[src/rtl/pgwalk_pkg.sv]
package pgwalk_pkg;

  typedef enum logic [2:0] {
    ST_IDLE,
    ST_LOOKUP,
    ST_WALK_REQ,
    ST_WALK_WAIT,
    ST_REFILL,
    ST_DONE,
    ST_FAULT
  } walk_state_t;

  typedef enum logic [1:0] {
    ACC_READ  = 2'd0,
    ACC_WRITE = 2'd1,
    ACC_EXEC  = 2'd2,
    ACC_RSVD  = 2'd3
  } acc_kind_t;

  localparam int PERM_W = 3;  // {exec, write, read}

  localparam logic CAUSE_ABSENT = 1'b0;
  localparam logic CAUSE_PROT   = 1'b1;

endpackage

[src/rtl/pgwalk_perm_check.sv]
module pgwalk_perm_check
  import pgwalk_pkg::*;
(
  input  logic [1:0]        acc,
  input  logic [PERM_W-1:0] perm,   // [0] read, [1] write, [2] exec
  output logic              allow
);

  always_comb begin
    case (acc_kind_t'(acc))
      ACC_READ:  allow = perm[0];
      ACC_WRITE: allow = perm[1];
      ACC_EXEC:  allow = perm[2];
      default:   allow = 1'b0;
    endcase
  end

endmodule

[src/rtl/pgwalk_xlat_cache.sv]
module pgwalk_xlat_cache
  import pgwalk_pkg::*;
#(
  parameter int ENTRIES = 4,
  parameter int VPN_W   = 8,
  parameter int PPN_W   = 6,
  localparam int IDX_W  = (ENTRIES > 1) ? $clog2(ENTRIES) : 1
) (
  input  logic              clk,
  input  logic              rst_n,
  // lookup
  input  logic [VPN_W-1:0]  lk_vpn,
  output logic              lk_hit,
  output logic [IDX_W-1:0]  lk_idx,
  output logic [PPN_W-1:0]  lk_ppn,
  output logic [PERM_W-1:0] lk_perm,
  // refill
  input  logic              wr_en,
  input  logic [VPN_W-1:0]  wr_vpn,
  input  logic [PPN_W-1:0]  wr_ppn,
  input  logic [PERM_W-1:0] wr_perm,
  // drop one entry
  input  logic              drop_en,
  input  logic [IDX_W-1:0]  drop_idx
);

  logic [ENTRIES-1:0] valid_q;
  logic [VPN_W-1:0]   tag_q  [ENTRIES];
  logic [PPN_W-1:0]   ppn_q  [ENTRIES];
  logic [PERM_W-1:0]  perm_q [ENTRIES];
  logic [ENTRIES-1:0] match;
  logic [IDX_W-1:0]   rr_q;
  logic [IDX_W-1:0]   free_idx;
  logic               any_free;
  logic [IDX_W-1:0]   victim;

  // lowest matching slot
  always_comb begin
    lk_hit = 1'b0;
    lk_idx = '0;
    for (int i = ENTRIES - 1; i >= 0; i--) begin
      if (match[i]) begin
        lk_hit = 1'b1;
        lk_idx = IDX_W'(i);
      end
    end
  end

  assign lk_ppn  = ppn_q[lk_idx];
  assign lk_perm = perm_q[lk_idx];

  // lowest free slot
  always_comb begin
    any_free = 1'b0;
    free_idx = '0;
    for (int i = ENTRIES - 1; i >= 0; i--) begin
      if (!valid_q[i]) begin
        any_free = 1'b1;
        free_idx = IDX_W'(i);
      end
    end
  end

  assign victim = any_free ? free_idx : rr_q;

  generate
    for (genvar g = 0; g < ENTRIES; g++) begin : g_slot
      logic sel_wr;
      assign match[g] = valid_q[g] && (tag_q[g] == lk_vpn);
      assign sel_wr   = wr_en && (victim == IDX_W'(g));

      always_ff @(posedge clk or negedge rst_n) begin
        if (!rst_n) begin
          valid_q[g] <= 1'b0;
        end else if (sel_wr) begin
          valid_q[g] <= 1'b1;
        end else if (drop_en && (drop_idx == IDX_W'(g))) begin
          valid_q[g] <= 1'b0;
        end
      end

      always_ff @(posedge clk) begin
        if (sel_wr) begin
          tag_q[g]  <= wr_vpn;
          ppn_q[g]  <= wr_ppn;
          perm_q[g] <= wr_perm;
        end
      end
    end
  endgenerate

  // round-robin pointer advances only on replacement of a live slot
  always_ff @(posedge clk or negedge rst_n) begin
    if (!rst_n) begin
      rr_q <= '0;
    end else if (wr_en && !any_free) begin
      rr_q <= (rr_q == IDX_W'(ENTRIES - 1)) ? '0 : rr_q + 1'b1;
    end
  end

endmodule

[src/rtl/pgwalk_mmu.sv]
module pgwalk_mmu
  import pgwalk_pkg::*;
#(
  parameter int VPN_W         = 8,
  parameter int OFF_W         = 6,
  parameter int PPN_W         = 6,
  parameter int MEM_AW        = 16,
  parameter int PTE_BYTES     = 2,
  parameter int CACHE_ENTRIES = 4,
  localparam int VA_W         = VPN_W + OFF_W,
  localparam int PA_W         = PPN_W + OFF_W,
  localparam int PTE_W        = 1 + PPN_W + PERM_W
) (
  input  logic              clk,
  input  logic              rst_n,
  input  logic              req_valid,
  input  logic [VA_W-1:0]   req_vaddr,
  input  logic [1:0]        req_type,
  input  logic [MEM_AW-1:0] pt_base,
  output logic              mem_req_valid,
  output logic [MEM_AW-1:0] mem_req_addr,
  input  logic              mem_rsp_valid,
  input  logic [PTE_W-1:0]  mem_rsp_data,
  output logic              done_valid,
  output logic [PA_W-1:0]   done_paddr,
  output logic              fault_valid,
  output logic              fault_cause,
  input  logic              fault_ack
);

  localparam int PTE_SHIFT = $clog2(PTE_BYTES);
  localparam int IDX_W     = (CACHE_ENTRIES > 1) ? $clog2(CACHE_ENTRIES) : 1;
  localparam int PPN_LSB   = 1;
  localparam int PERM_LSB  = 1 + PPN_W;

  walk_state_t       state_q, state_d;
  logic [VA_W-1:0]   vaddr_q;
  logic [1:0]        acc_q;
  logic [MEM_AW-1:0] base_q;
  logic [PTE_W-1:0]  pte_q;
  logic [PPN_W-1:0]  ppn_q, ppn_d;
  logic              cause_q, cause_d;
  logic              ld_req, ld_pte, ld_ppn, ld_cause;
  logic              walker_busy;

  logic [VPN_W-1:0]  cur_vpn;
  logic              pte_present;
  logic [PPN_W-1:0]  pte_ppn;
  logic [PERM_W-1:0] pte_perm;

  logic              lk_hit;
  logic [IDX_W-1:0]  lk_idx;
  logic [PPN_W-1:0]  lk_ppn;
  logic [PERM_W-1:0] lk_perm;
  logic              cache_wr, cache_drop;
  logic [PERM_W-1:0] chk_perm;
  logic              allow;

  assign cur_vpn     = vaddr_q[VA_W-1:OFF_W];
  assign pte_present = pte_q[0];
  assign pte_ppn     = pte_q[PPN_LSB +: PPN_W];
  assign pte_perm    = pte_q[PERM_LSB +: PERM_W];
  assign walker_busy = (state_q != ST_IDLE);

  pgwalk_xlat_cache #(
    .ENTRIES (CACHE_ENTRIES),
    .VPN_W   (VPN_W),
    .PPN_W   (PPN_W)
  ) u_cache (
    .clk      (clk),
    .rst_n    (rst_n),
    .lk_vpn   (cur_vpn),
    .lk_hit   (lk_hit),
    .lk_idx   (lk_idx),
    .lk_ppn   (lk_ppn),
    .lk_perm  (lk_perm),
    .wr_en    (cache_wr),
    .wr_vpn   (cur_vpn),
    .wr_ppn   (pte_ppn),
    .wr_perm  (pte_perm),
    .drop_en  (cache_drop),
    .drop_idx (lk_idx)
  );

  // one permission checker shared by the hit and walk paths
  assign chk_perm = (state_q == ST_REFILL) ? pte_perm : lk_perm;

  pgwalk_perm_check u_perm (
    .acc   (acc_q),
    .perm  (chk_perm),
    .allow (allow)
  );

  // next-state logic
  always_comb begin
    state_d    = state_q;
    ld_req     = 1'b0;
    ld_pte     = 1'b0;
    ld_ppn     = 1'b0;
    ld_cause   = 1'b0;
    ppn_d      = lk_ppn;
    cause_d    = CAUSE_ABSENT;
    cache_wr   = 1'b0;
    cache_drop = 1'b0;
    case (state_q)
      ST_IDLE: begin
        if (req_valid) begin
          ld_req  = 1'b1;
          state_d = ST_LOOKUP;
        end
      end
      ST_LOOKUP: begin
        if (lk_hit) begin
          if (allow) begin
            ld_ppn  = 1'b1;
            state_d = ST_DONE;
          end else begin
            cache_drop = 1'b1;
            ld_cause   = 1'b1;
            cause_d    = CAUSE_PROT;
            state_d    = ST_FAULT;
          end
        end else begin
          state_d = ST_WALK_REQ;
        end
      end
      ST_WALK_REQ: state_d = ST_WALK_WAIT;
      ST_WALK_WAIT: begin
        if (mem_rsp_valid) begin
          ld_pte  = 1'b1;
          state_d = ST_REFILL;
        end
      end
      ST_REFILL: begin
        if (!pte_present) begin
          ld_cause = 1'b1;
          cause_d  = CAUSE_ABSENT;
          state_d  = ST_FAULT;
        end else if (!allow) begin
          ld_cause = 1'b1;
          cause_d  = CAUSE_PROT;
          state_d  = ST_FAULT;
        end else begin
          cache_wr = 1'b1;
          ld_ppn   = 1'b1;
          ppn_d    = pte_ppn;
          state_d  = ST_DONE;
        end
      end
      ST_DONE: state_d = ST_IDLE;
      ST_FAULT: begin
        if (fault_ack) state_d = ST_IDLE;
      end
      default: state_d = ST_IDLE;
    endcase
  end

  // registers
  always_ff @(posedge clk or negedge rst_n) begin
    if (!rst_n) begin
      state_q <= ST_IDLE;
      vaddr_q <= '0;
      acc_q   <= '0;
      base_q  <= '0;
      pte_q   <= '0;
      ppn_q   <= '0;
      cause_q <= CAUSE_ABSENT;
    end else begin
      state_q <= state_d;
      if (ld_req) begin
        vaddr_q <= req_vaddr;
        acc_q   <= req_type;
        base_q  <= pt_base;
      end
      if (ld_pte)   pte_q   <= mem_rsp_data;
      if (ld_ppn)   ppn_q   <= ppn_d;
      if (ld_cause) cause_q <= cause_d;
    end
  end

  assign mem_req_valid = (state_q == ST_WALK_REQ);
  assign mem_req_addr  = base_q + (MEM_AW'(cur_vpn) << PTE_SHIFT);
  assign done_valid    = (state_q == ST_DONE);
  assign done_paddr    = {ppn_q, vaddr_q[OFF_W-1:0]};
  assign fault_valid   = (state_q == ST_FAULT);
  assign fault_cause   = cause_q;

endmodule

[config.mk]
export PLATFORM = sky130hd
export DESIGN_NAME = pgwalk_mmu
export DESIGN_NICKNAME = d
export VERILOG_FILES = /design/src/rtl/pgwalk_pkg.sv /design/src/rtl/pgwalk_perm_check.sv /design/src/rtl/pgwalk_xlat_cache.sv /design/src/rtl/pgwalk_mmu.sv
export SDC_FILE = /design/constraint.sdc
export NUM_CORES = 1
export LEC_CHECK = 0
export ABC_AREA = 1
export BUFFER_PORTS_ARGS = -buffer_cell sky130_fd_sc_hd__clkbuf_2
export CORE_MARGIN = 5
export CORE_UTILIZATION = 58
export DETAILED_ROUTE_END_ITERATION = 12
export PLACE_DENSITY_LB_ADDON = 0.05
export SETUP_SLACK_MARGIN = 0.2
export SKIP_LAST_GASP = 1
export SYNTH_ARGS = -nofsm -noshare
export SYNTH_HDL_FRONTEND = slang
export SYNTH_SLANG_ARGS = --single-unit
[constraint.sdc]
create_clock -name clk -period 3.6 [get_ports clk]
set_clock_uncertainty 0.1 [all_clocks]
set_input_delay 0.36 -clock clk [delete_from_list [all_inputs] [get_ports clk]]
set_output_delay 0.36 -clock clk [all_outputs]
set_load 0.005 [all_outputs]
**Word level (Yosys, flattened, before mapping)**

Memory sizes are Yosys's and may differ from the RTL's.
Cells that the tools add are included.

- Bits in registers: 58
- Bits in writable memories: 68
- Input port bits: 47
- Logic and storage cells: 160
- Memories: 3

Memory list:

| memory | depth | width | read ports | clocked after Yosys merged registers in | wr ports | RTL line | source |
|---|---|---|---|---|---|---|---|
| u_cache.tag_q | 4 | 8 | 4 | 0 | 1 | pgwalk_xlat_cache.sv:28 | `logic [VPN_W-1:0] tag_q [ENTRIES];` |
| u_cache.ppn_q | 4 | 6 | 1 | 0 | 1 | pgwalk_xlat_cache.sv:29 | `logic [PPN_W-1:0] ppn_q [ENTRIES];` |
| u_cache.perm_q | 4 | 3 | 1 | 0 | 1 | pgwalk_xlat_cache.sv:30 | `logic [PERM_W-1:0] perm_q [ENTRIES];` |

- Add/subtract/negate cells: 2
- Equality and inequality tests: 22
- Multiplexer cells: 89
- Reduce and logical (&&, ||, !) cells: 32

Operator list:

| cell | count |
|---|---|
| $mux 1 | 46 |
| $mux 2 | 20 |
| $mux 6 | 6 |
| $eq 8x8->1 | 4 |
| $mux 3 | 9 |
| $mux 8 | 3 |
| $reduce_or 8->1 | 3 |
| $pmux 3 s6 | 1 |
| $reduce_or 6->1 | 3 |
| $add 16x9->16 | 1 |
| $logic_and 1x1->1 | 13 |
| $eq 2x2->1 const B | 6 |
| $eq 3x3->1 const B | 3 |
| $reduce_or 3->1 | 3 |
| $reduce_bool 2->1 | 4 |
| $eq 2x1->1 const B | 3 |
| $eq 3x2->1 const B | 2 |
| $logic_not 2->1 | 3 |
| $pmux 1 s2 | 3 |
| $ne 2x2->1 const B | 2 |
| $eq 3x1->1 const B | 1 |
| $logic_not 3->1 | 1 |
| $pmux 1 s3 | 1 |
| $reduce_and 3->1 | 1 |
| other kinds (3) | 3 |

**Depth between registers and ports, before layout**

Gate-level depths: netlist of run 1.
An unclocked memory read counts as a cell.

- Depth after elaboration: 20
- Depth in mapped cells: 19
- Depth with buffers taken out: 19

**Hierarchy**

Synthesis of run 1 repeated with hierarchy kept, for this count alone.

- Cell total of the unflattened synthesis: 726
- Area, all modules: 6580.1 µm²

Modules (own cells, without submodules):

| module | instances | cells each | area an instance (µm²) |
|---|---|---|---|
| pgwalk_xlat_cache | 1 | 368 | 3601.0 |
| pgwalk_mmu | 1 | 352 | 2951.6 |
| pgwalk_perm_check | 1 | 6 | 27.5 |

**Worst setup path before layout of run 1**

No wires, ideal clock.

- Path kind: register to output
- Start: register vaddr_q[6]
- End: output mem_req_addr[15]
- Data arrival time: 2.266 ns
- Required time: 3.140 ns
- Path slack: 0.874 ns
- Stages on the path, launching flop included: 14
- Cells stage by stage: dfrtp_1 > ha_1 > inv_1 > fa_1 > inv_1 > a21o_1 > a21oi_1 > o21ai_0 > nand3_1 > nand2_1 > nand3_1 > nor2_1 > nand4_1 > xnor2_1

- Word-level cells in the longest chain between the ends: 1

RTL lines:

| what | RTL line | source |
|---|---|---|
| from (decl) | pgwalk_mmu.sv:37 | `logic [VA_W-1:0] vaddr_q;` |
| from (signal assigned) | pgwalk_mmu.sv:171 | `vaddr_q <= req_vaddr;` |
| $add 16x9->16 | pgwalk_mmu.sv:182 | `assign mem_req_addr = base_q + (MEM_AW'(cur_vpn) << PTE_SHIFT);` |
| to (decl) | pgwalk_mmu.sv:21 | `output logic [MEM_AW-1:0] mem_req_addr,` |

Every way passes these cells.

**Final worst setup path of run 1**

Ends and elaborated chain as after synthesis.

==> results.sh, run 1 <==
export IMPL_synth_fa_ha_area_share_pct=2.08
export IMPL_pin_count=79
export IMPL_hold_depth=4
export IMPL_fmax_ghz=0.307
export IMPL_worstRegToRegCells=17
export IMPL_layout_drive_gt1_share_pct=26.0
export IMPL_syn_inst=681
export IMPL_rsz0062_at_grt="no"
export IMPL_clkSlewWorstSetupHoldPaths_ps=60
export IMPL_num_rows=38
export IMPL_die_w_um=115
export IMPL_die_height_um=115
export IMPL_drv_slew=0
export IMPL_p_leak_nw=3.88
export IMPL_hpwl_um=10900
export IMPL_nFillCells=723
export IMPL_h_tree_depth=4
export IMPL_worstMarginPinSlew_ps=845
export IMPL_gr_total_overflow=0
export IMPL_vias_per_cell=5.35
export IMPL_place_congestion=0.936
export IMPL_yosysWarningCount=0
export IMPL_grt_max_degree=38
export IMPL_crit_type="flop to output port"
export IMPL_cp_max_fo=2
export IMPL_utilization_pct=74.9
export IMPL_final_nets=883
export IMPL_syn_num_nets=738
export IMPL_clkLatencyLatePin_ps=520
export IMPL_synth_main_ff_cell="edfxtp_1"
export IMPL_min_to="state_q[0]"
export IMPL_drt_iter0_drc=404
export IMPL_r2r_start="vaddr_q[12]"
export IMPL_area_growth_pct=26.5
export IMPL_synth_compound_area_share_pct=4.90
export IMPL_multi_input_area_mm2=0.00254
export IMPL_yosys_top_cells_area="edfxtp_1 (32%), dfrtp_1 (23%), nand2_1 (9.1%)"
export IMPL_post_route_period_util_pct=90.5
export IMPL_n_antenna_cell=0
export IMPL_r2r_end="u_cache.ppn_q[1][5]"
export IMPL_irDropWorstVdd_v=0.000662
export IMPL_crit_arrival_ps=2800
export IMPL_crit_path_max_incr_delay_ps=400
export IMPL_cp_end_kind="output port"
export IMPL_power_density_mw_per_mm2=781
export IMPL_path_cells="ha_4 -> inv_2 -> fa_2 -> inv_2 -> a21o_1 -> a21oi_2 -> o21ai_1 -> nand3_1 -> nand2_2 -> nand3_2 -> nor2_2 -> nand4_1 -> xnor2_1 -> buf_2"
export IMPL_muxShareOfSynthArea_pct=3.88
export IMPL_vias=5241
export IMPL_cts_made_buffers=17
export IMPL_clockRootBuffer="clkbuf_8"
export IMPL_core_area_mm2=0.0108
export IMPL_synth_top_area_cell="edfxtp_1"
export IMPL_async_flop_share_pct=46.0
export IMPL_hold_path_class="primary input to flop"
export IMPL_antenna_found_initial=0
export IMPL_hold_start="mem_rsp_valid"
export IMPL_regArea_mm2=0.00350
export IMPL_drv_cap=0
export IMPL_synth_top_area_share_pct=32.0
export IMPL_synthXorXnorAreaFrac_pct=2.06
export IMPL_drc=0
export IMPL_outcome="finished clean"
export IMPL_final_instance_count_excl_fill=979
export IMPL_synth_seq_cells=126
export IMPL_avgRoutedWirePerCell_um=16.1
export IMPL_fp_dieArea_mm2=0.0132
export IMPL_cts_sinks=126
export IMPL_totalPowerFinal_mw=6.31
export IMPL_synth_edf_count=68
export IMPL_slew_headroom_pct=43.7
export IMPL_place_inst=898
export IMPL_post_route_min_period_ps=3260
export IMPL_wl_um=15800
export IMPL_postRouteAntennaNets=0
export IMPL_critical_path_slowest_cell="fa_2"
export IMPL_firstDrtPassIters=5
export IMPL_initial_utilization_pct=59.2
export IMPL_finalSetupTns_ps=0
export IMPL_critPathMostFrequentCell="inv_2"
export IMPL_reg2reg_slack_ps=460
export IMPL_syn_avg_cell_area_um2=9.38
export IMPL_hold_slack_ps=34.7
export IMPL_synth_seq_area_share_pct=54.7
export IMPL_ys_types=40
export IMPL_cp_start_kind="flop"
export IMPL_portBuffers=78
export IMPL_clockBufferDepth=2
export IMPL_synthesis_area_mm2=0.00639
export IMPL_synth_top_family_by_area="simple AND/OR/NAND/NOR gates"
export IMPL_grt_pass1_vias=5203
export IMPL_gr_usage_all_layers_pct=25.1
export IMPL_tritoncts="yes"
export IMPL_synth_simple_area_share_pct=26.1
export IMPL_required_ps=3140
export IMPL_hold_viol_final=0
export IMPL_startpoint="vaddr_q[6]"
export IMPL_setup_viol=0
export IMPL_grt_pass1_wl_um=25600
cell type report:
class	instances	share of cell area, %
sequential	126	43.3
multi-input combinational	450	31.4
timing repair buffer	134	11.4
clock buffer	24	6.49
inverter	97	4.57
tap	140	2.17
clock inverter	8	0.604
what timing repair did:
action / in CTS / in global routing
buffers inserted: 4 / 5
hold buffers: 40 / 0
pin swaps: 1 / 9
setup endpoints to repair: 4 / 70
endpoints found under the hold margin: 72 / 0
resized for setup: 3 / 14
cell families (layout without fill, tap and decap cells):
| family | Yosys count | count (layout) |
|---|---|---|
| AOI/OAI and AO/OA | 57 | 57 |
| xor gates and xnor gates | 15 | 15 |
| and+or+nand+nor | 346 | 346 |
| adders and majority gates | 10 | 10 |
| buffers and inverters | 105 | 263 |
| muxes | 22 | 22 |
| DFF | 126 | 126 |
per-stage QoR:
| step | worst slack, ps | cell area (µm²) |
|---|---|---|
| after floorplan | 874 | 6390 |
| after global placement | 472 | 6990 |
| after detailed placement | 353 | 6990 |
| after CTS | 205 | 7990 |
| after global routing | 152 | 8080 |
| final | 341 | 8080 |
metal layers:
| metal | global-route usage, % | routed length [µm] | up-vias |
|---|---|---|---|
| met1 | 35.4 | 7070 | 2478 |
| li1 | - | - | 2530 |
| met4 | 8.92 | 354 | 0 |
| met2 | 38.6 | 7240 | 197 |
| met5 | 0 | 0 | - |
| met3 | 5.74 | 1110 | 36 |
Yosys cell counts (2+ instances only):
library cell and number:
a21o_1 2, a21oi_1 30, and2_1 3, inv_1 86, ha_1 9, nor2_2 6, nor4_1 2, nand3_1 49
inv_2 9, nor2_4 4, clkbuf_1 6, dfrtp_1 58, nor3_1 9, nand3_2 10, o21ai_1 3, xor2_1 8
xnor2_1 7, edfxtp_1 68, a211oi_1 6, nor2_1 68, nand2_2 18, nand2_4 3, nand4_1 13, mux2_2 22
nand2_1 155, o21ai_0 13
where the power goes:
| group | internal [mW] | leakage (nW) | switching, mW |
|---|---|---|---|
| sequential | 1.93 | 1.29 | 0.372 |
| clock | 1.00 | 0.290 | 0.609 |
| combinational | 1.04 | 2.31 | 1.35 |
cells in the final DEF (no fill, tap or decap), types with 3 or more instances in the layout:
master / count
nand2_1: 154
inv_1: 84
clkbuf_2: 77
edfxtp_1: 68
nor2_1: 67
dfrtp_1: 54
nand3_1: 47
dlygate4sd3_1: 40
a21oi_1: 29
mux2_2: 22
nand2_2: 19
clkbuf_16: 19
buf_4: 15
nand4_1: 13
nand3_2: 12
o21ai_0: 12
inv_2: 11
xor2_1: 8
nor3_1: 8
xnor2_1: 7
nor2_2: 7
ha_1: 7
a211oi_1: 6
clkinv_2: 5
o21ai_1: 4
nor2_4: 4
dfrtp_2: 4
nand2_4: 3
and2_1: 3
clkbuf_8: 3
sequential cells by signal, summed over array words and instances, names as in the netlist:
signal	cells
ppn_q	6
base_q	16
vaddr_q	14
u_cache.tag_q	32
u_cache.valid_q	4
acc_q	2
state_q	3
u_cache.ppn_q	24
pte_q	10
u_cache.perm_q	12
u_cache.rr_q	2
fault_cause	1
critical path: cells and delay by family, from the launching register on:
family / cells / cell delay, ps
AO/OA/AOI/OAI: 3 / 370
flip-flops: 1 / 390
buffers and inverters: 3 / 230
AND/OR/NAND/NOR: 5 / 560
XOR/XNOR: 1 / 170
adder cells (fa/ha/maj): 2 / 550
how the worst max path moves through the flow:
stage               depth (start not counted)                   to
finish                                     14     mem_req_addr[15]
global route                               14     mem_req_addr[15]
CTS                                        14     mem_req_addr[15]
detailed placement                         14     mem_req_addr[15]
global placement                           18  u_cache.tag_q[1][4]
floorplan                                  13     mem_req_addr[15]
Note: power is estimated with default switching activity, not from simulation.
==> run 2, diff against run 1 <==
==> constraint.sdc (replaced) <==
create_clock -name clk -period 3.6 [get_ports clk]
set_clock_uncertainty 0.1 [all_clocks]
set_input_delay 0.36 -clock clk [delete_from_list [all_inputs] [get_ports clk]]
set_output_delay 0.36 -clock clk [all_outputs]
set_load 0.02 [all_outputs]
==> run 2 against run 1 <==
Net effect: global-route usage up 1.4 points; maximum frequency down 1.4%; register-to-register slack worse by 20 ps; wire length up 5.6%; sequential share of layout area down 0.57 points; sequential power about the same; critical endpoint unchanged; final area up 1.5%.
==> results.sh, run 2 (synthesis gave the netlist of run 1 again) <==
export IMPL_worstMarginPinSlew_ps=1080
export IMPL_irDropWorstVdd_v=0.000944
export IMPL_cts_made_buffers=17
export IMPL_clockRootBuffer="clkbuf_8"
export IMPL_die_height_um=115
export IMPL_fmax_ghz=0.303
export IMPL_grt_max_degree=41
export IMPL_drv_slew=0
export IMPL_portBuffers=78
export IMPL_pin_count=79
export IMPL_power_density_mw_per_mm2=852
export IMPL_largest_register="u_cache.tag_q"
export IMPL_drt_iter0_drc=377
export IMPL_crit_path_max_incr_delay_ps=400
export IMPL_drc=0
export IMPL_clockBufferDepth=2
export IMPL_hold_viol_final=0
export IMPL_pwr_share_clk_pct=25.2
export IMPL_avgRoutedWirePerCell_um=16.9
export IMPL_critPathMostFrequentCell="inv_2"
export IMPL_p_seq_share_pct=33.1
export IMPL_rsz0062_at_grt="yes"
export IMPL_place_congestion=0.969
export IMPL_setup_viol=0
export IMPL_busiest_layer="met2"
export IMPL_final_cell_mix="nand2_1 (154), inv_1 (84), clkbuf_2 (75), edfxtp_1 (68), nor2_1 (67)"
export IMPL_hpwl_um=10800
export IMPL_critical_path_slowest_cell="dfrtp_2"
export IMPL_hold_depth=3
export IMPL_p_leak_nw=3.91
export IMPL_grt_pass1_wl_um=27100
export IMPL_wl_um=16700
export IMPL_crit_buf_inv=3
export IMPL_vias=5330
export IMPL_drv_cap=0
export IMPL_grt_pass1_vias=5578
export IMPL_reg2reg_slack_ps=440
export IMPL_p_sw_mw=2.82
export IMPL_postRouteAntennaNets=0
export IMPL_r2r_end="u_cache.tag_q[1][0]"
export IMPL_post_route_min_period_ps=3300
export IMPL_crit_arrival_ps=2840
export IMPL_r2r_start="vaddr_q[6]"
export IMPL_grt_util_met2_pct=43.0
export IMPL_gr_usage_all_layers_pct=26.6
export IMPL_h_tree_depth=4
export IMPL_internal_power_mw=4.16
export IMPL_netSwitchingFraction_pct=40.4
export IMPL_fp_dieArea_mm2=0.0132
export IMPL_p_comb_share_pct=41.7
export IMPL_gr_total_overflow=0
export IMPL_top_regs="u_cache.tag_q: 32 flops, u_cache.ppn_q: 24 flops, base_q: 16 flops"
export IMPL_vias_per_cell=5.40
export IMPL_clkSlewWorstSetupHoldPaths_ps=60
export IMPL_firstDrtPassIters=5
export IMPL_post_route_period_util_pct=91.8
export IMPL_crit_type="flop to output port"
export IMPL_layout_commonest_cell="nand2_1"
export IMPL_finalSetupTns_ps=0
export IMPL_critPathTopFamily="simple AND/OR/NAND/NOR gates"
export IMPL_setup_ws_ps=296
export IMPL_n_antenna_cell=0
export IMPL_num_rows=38
export IMPL_cp_start_kind="flop"
export IMPL_antenna_found_initial=0
export IMPL_area_growth_pct=28.4
export IMPL_path_cells="ha_4 -> inv_2 -> fa_2 -> inv_2 -> a21o_1 -> a21oi_2 -> o21ai_2 -> nand3_2 -> nand2_2 -> nand3_4 -> nor2_4 -> nand4_1 -> xnor2_1 -> buf_4"
export IMPL_slew_headroom_pct=28.0
export IMPL_cp_end_kind="output port"
export IMPL_hold_path_class="primary input to flop"
export IMPL_hold_start="req_vaddr[8]"
export IMPL_worstRegToRegCells=19
export IMPL_nFillCells=717
export IMPL_final_nets=891
export IMPL_cts_sinks=126
export IMPL_core_area_mm2=0.0108
export IMPL_use_met1_pct=35.3
export IMPL_layout_drive_gt1_share_pct=27.0
export IMPL_clkLatencyLatePin_ps=530
export IMPL_outcome="finished clean"
export IMPL_initial_utilization_pct=59.2
export IMPL_min_to="vaddr_q[8]"
export IMPL_largest_reg_flops=32
export IMPL_dpl_worst_slack_ps=384
export IMPL_required_ps=3140
export IMPL_met3_usage_pct=6.89
export IMPL_cp_max_fo=2
export IMPL_die_w_um=115
export IMPL_tritoncts="yes"
run 2: layout make-up:
cell class,instances,area (µm²),share of cell area (%)
clock buffer,18,418,5.10
clock inverter,14,189,2.30
inverter,97,369,4.50
multi-input combinational,450,2560,31.2
sequential,126,3500,42.7
tap,140,175,2.14
timing repair buffer,142,983,12.0
run 2: worst max path at each step:
| stage | startpoint | end | cells after the start |
|---|---|---|---|
| 2_1_floorplan | vaddr_q[6] | mem_req_addr[15] | 13 |
| 3_3_place_gp | vaddr_q[9] | u_cache.tag_q[1][5] | 17 |
| 3_5_place_dp | vaddr_q[9] | u_cache.tag_q[1][5] | 18 |
| 4_1_cts | vaddr_q[8] | mem_req_addr[14] | 14 |
| 5_1_grt | vaddr_q[6] | mem_req_addr[15] | 14 |
| 6_report | vaddr_q[6] | mem_req_addr[15] | 14 |
run 2: stage by stage:
| stage | cell area (µm²) | cells | utilization, % | hold slack, ps | power [mW] |
|---|---|---|---|---|---|
| after floorplan | 6390 | 681 | - | -35.6 | 4.00 |
| after global placement | 7000 | 901 | 64.8 | 375 | 4.74 |
| after detailed placement | 7000 | 901 | 64.8 | 384 | 4.81 |
| after CTS | 8050 | 977 | 74.5 | 14.1 | 6.66 |
| after global routing | 8200 | 987 | 76.0 | 34.5 | 7.40 |
| final | 8200 | 987 | 76.0 | 31.4 | 6.99 |
run 2: power by group through the flow:
stage	logic, mW	clock network [mW]	registers (mW)
after global placement	2.43	0	2.31
after CTS	2.61	1.77	2.29
after floorplan	1.74	0	2.26
after detailed placement	2.48	0	2.33
final	2.91	1.76	2.32
after global routing	3.18	1.85	2.36
run 2: what timing repair did:
action,CTS,global route
hold buffers,42,0
gates resized for setup,4,27
buffers inserted,2,10
endpoints found under the hold margin,79,0
endpoints found under the setup margin,4,72
pin swaps,0,9
run 2: worst min-delay path, cell delays in order:
cell and delay, ps:
clkbuf_2 90, nor2_1 40, a21oi_1 110
run 2: routing by layer:
metal  up-vias  wire [µm]  part of all wire [%]
met5         -          0                     0
met2       215       8190                    49
met3        30       1100                   6.6
met1      2542       7100                    43
li1       2543          -                     -
met4         0        264                   1.6
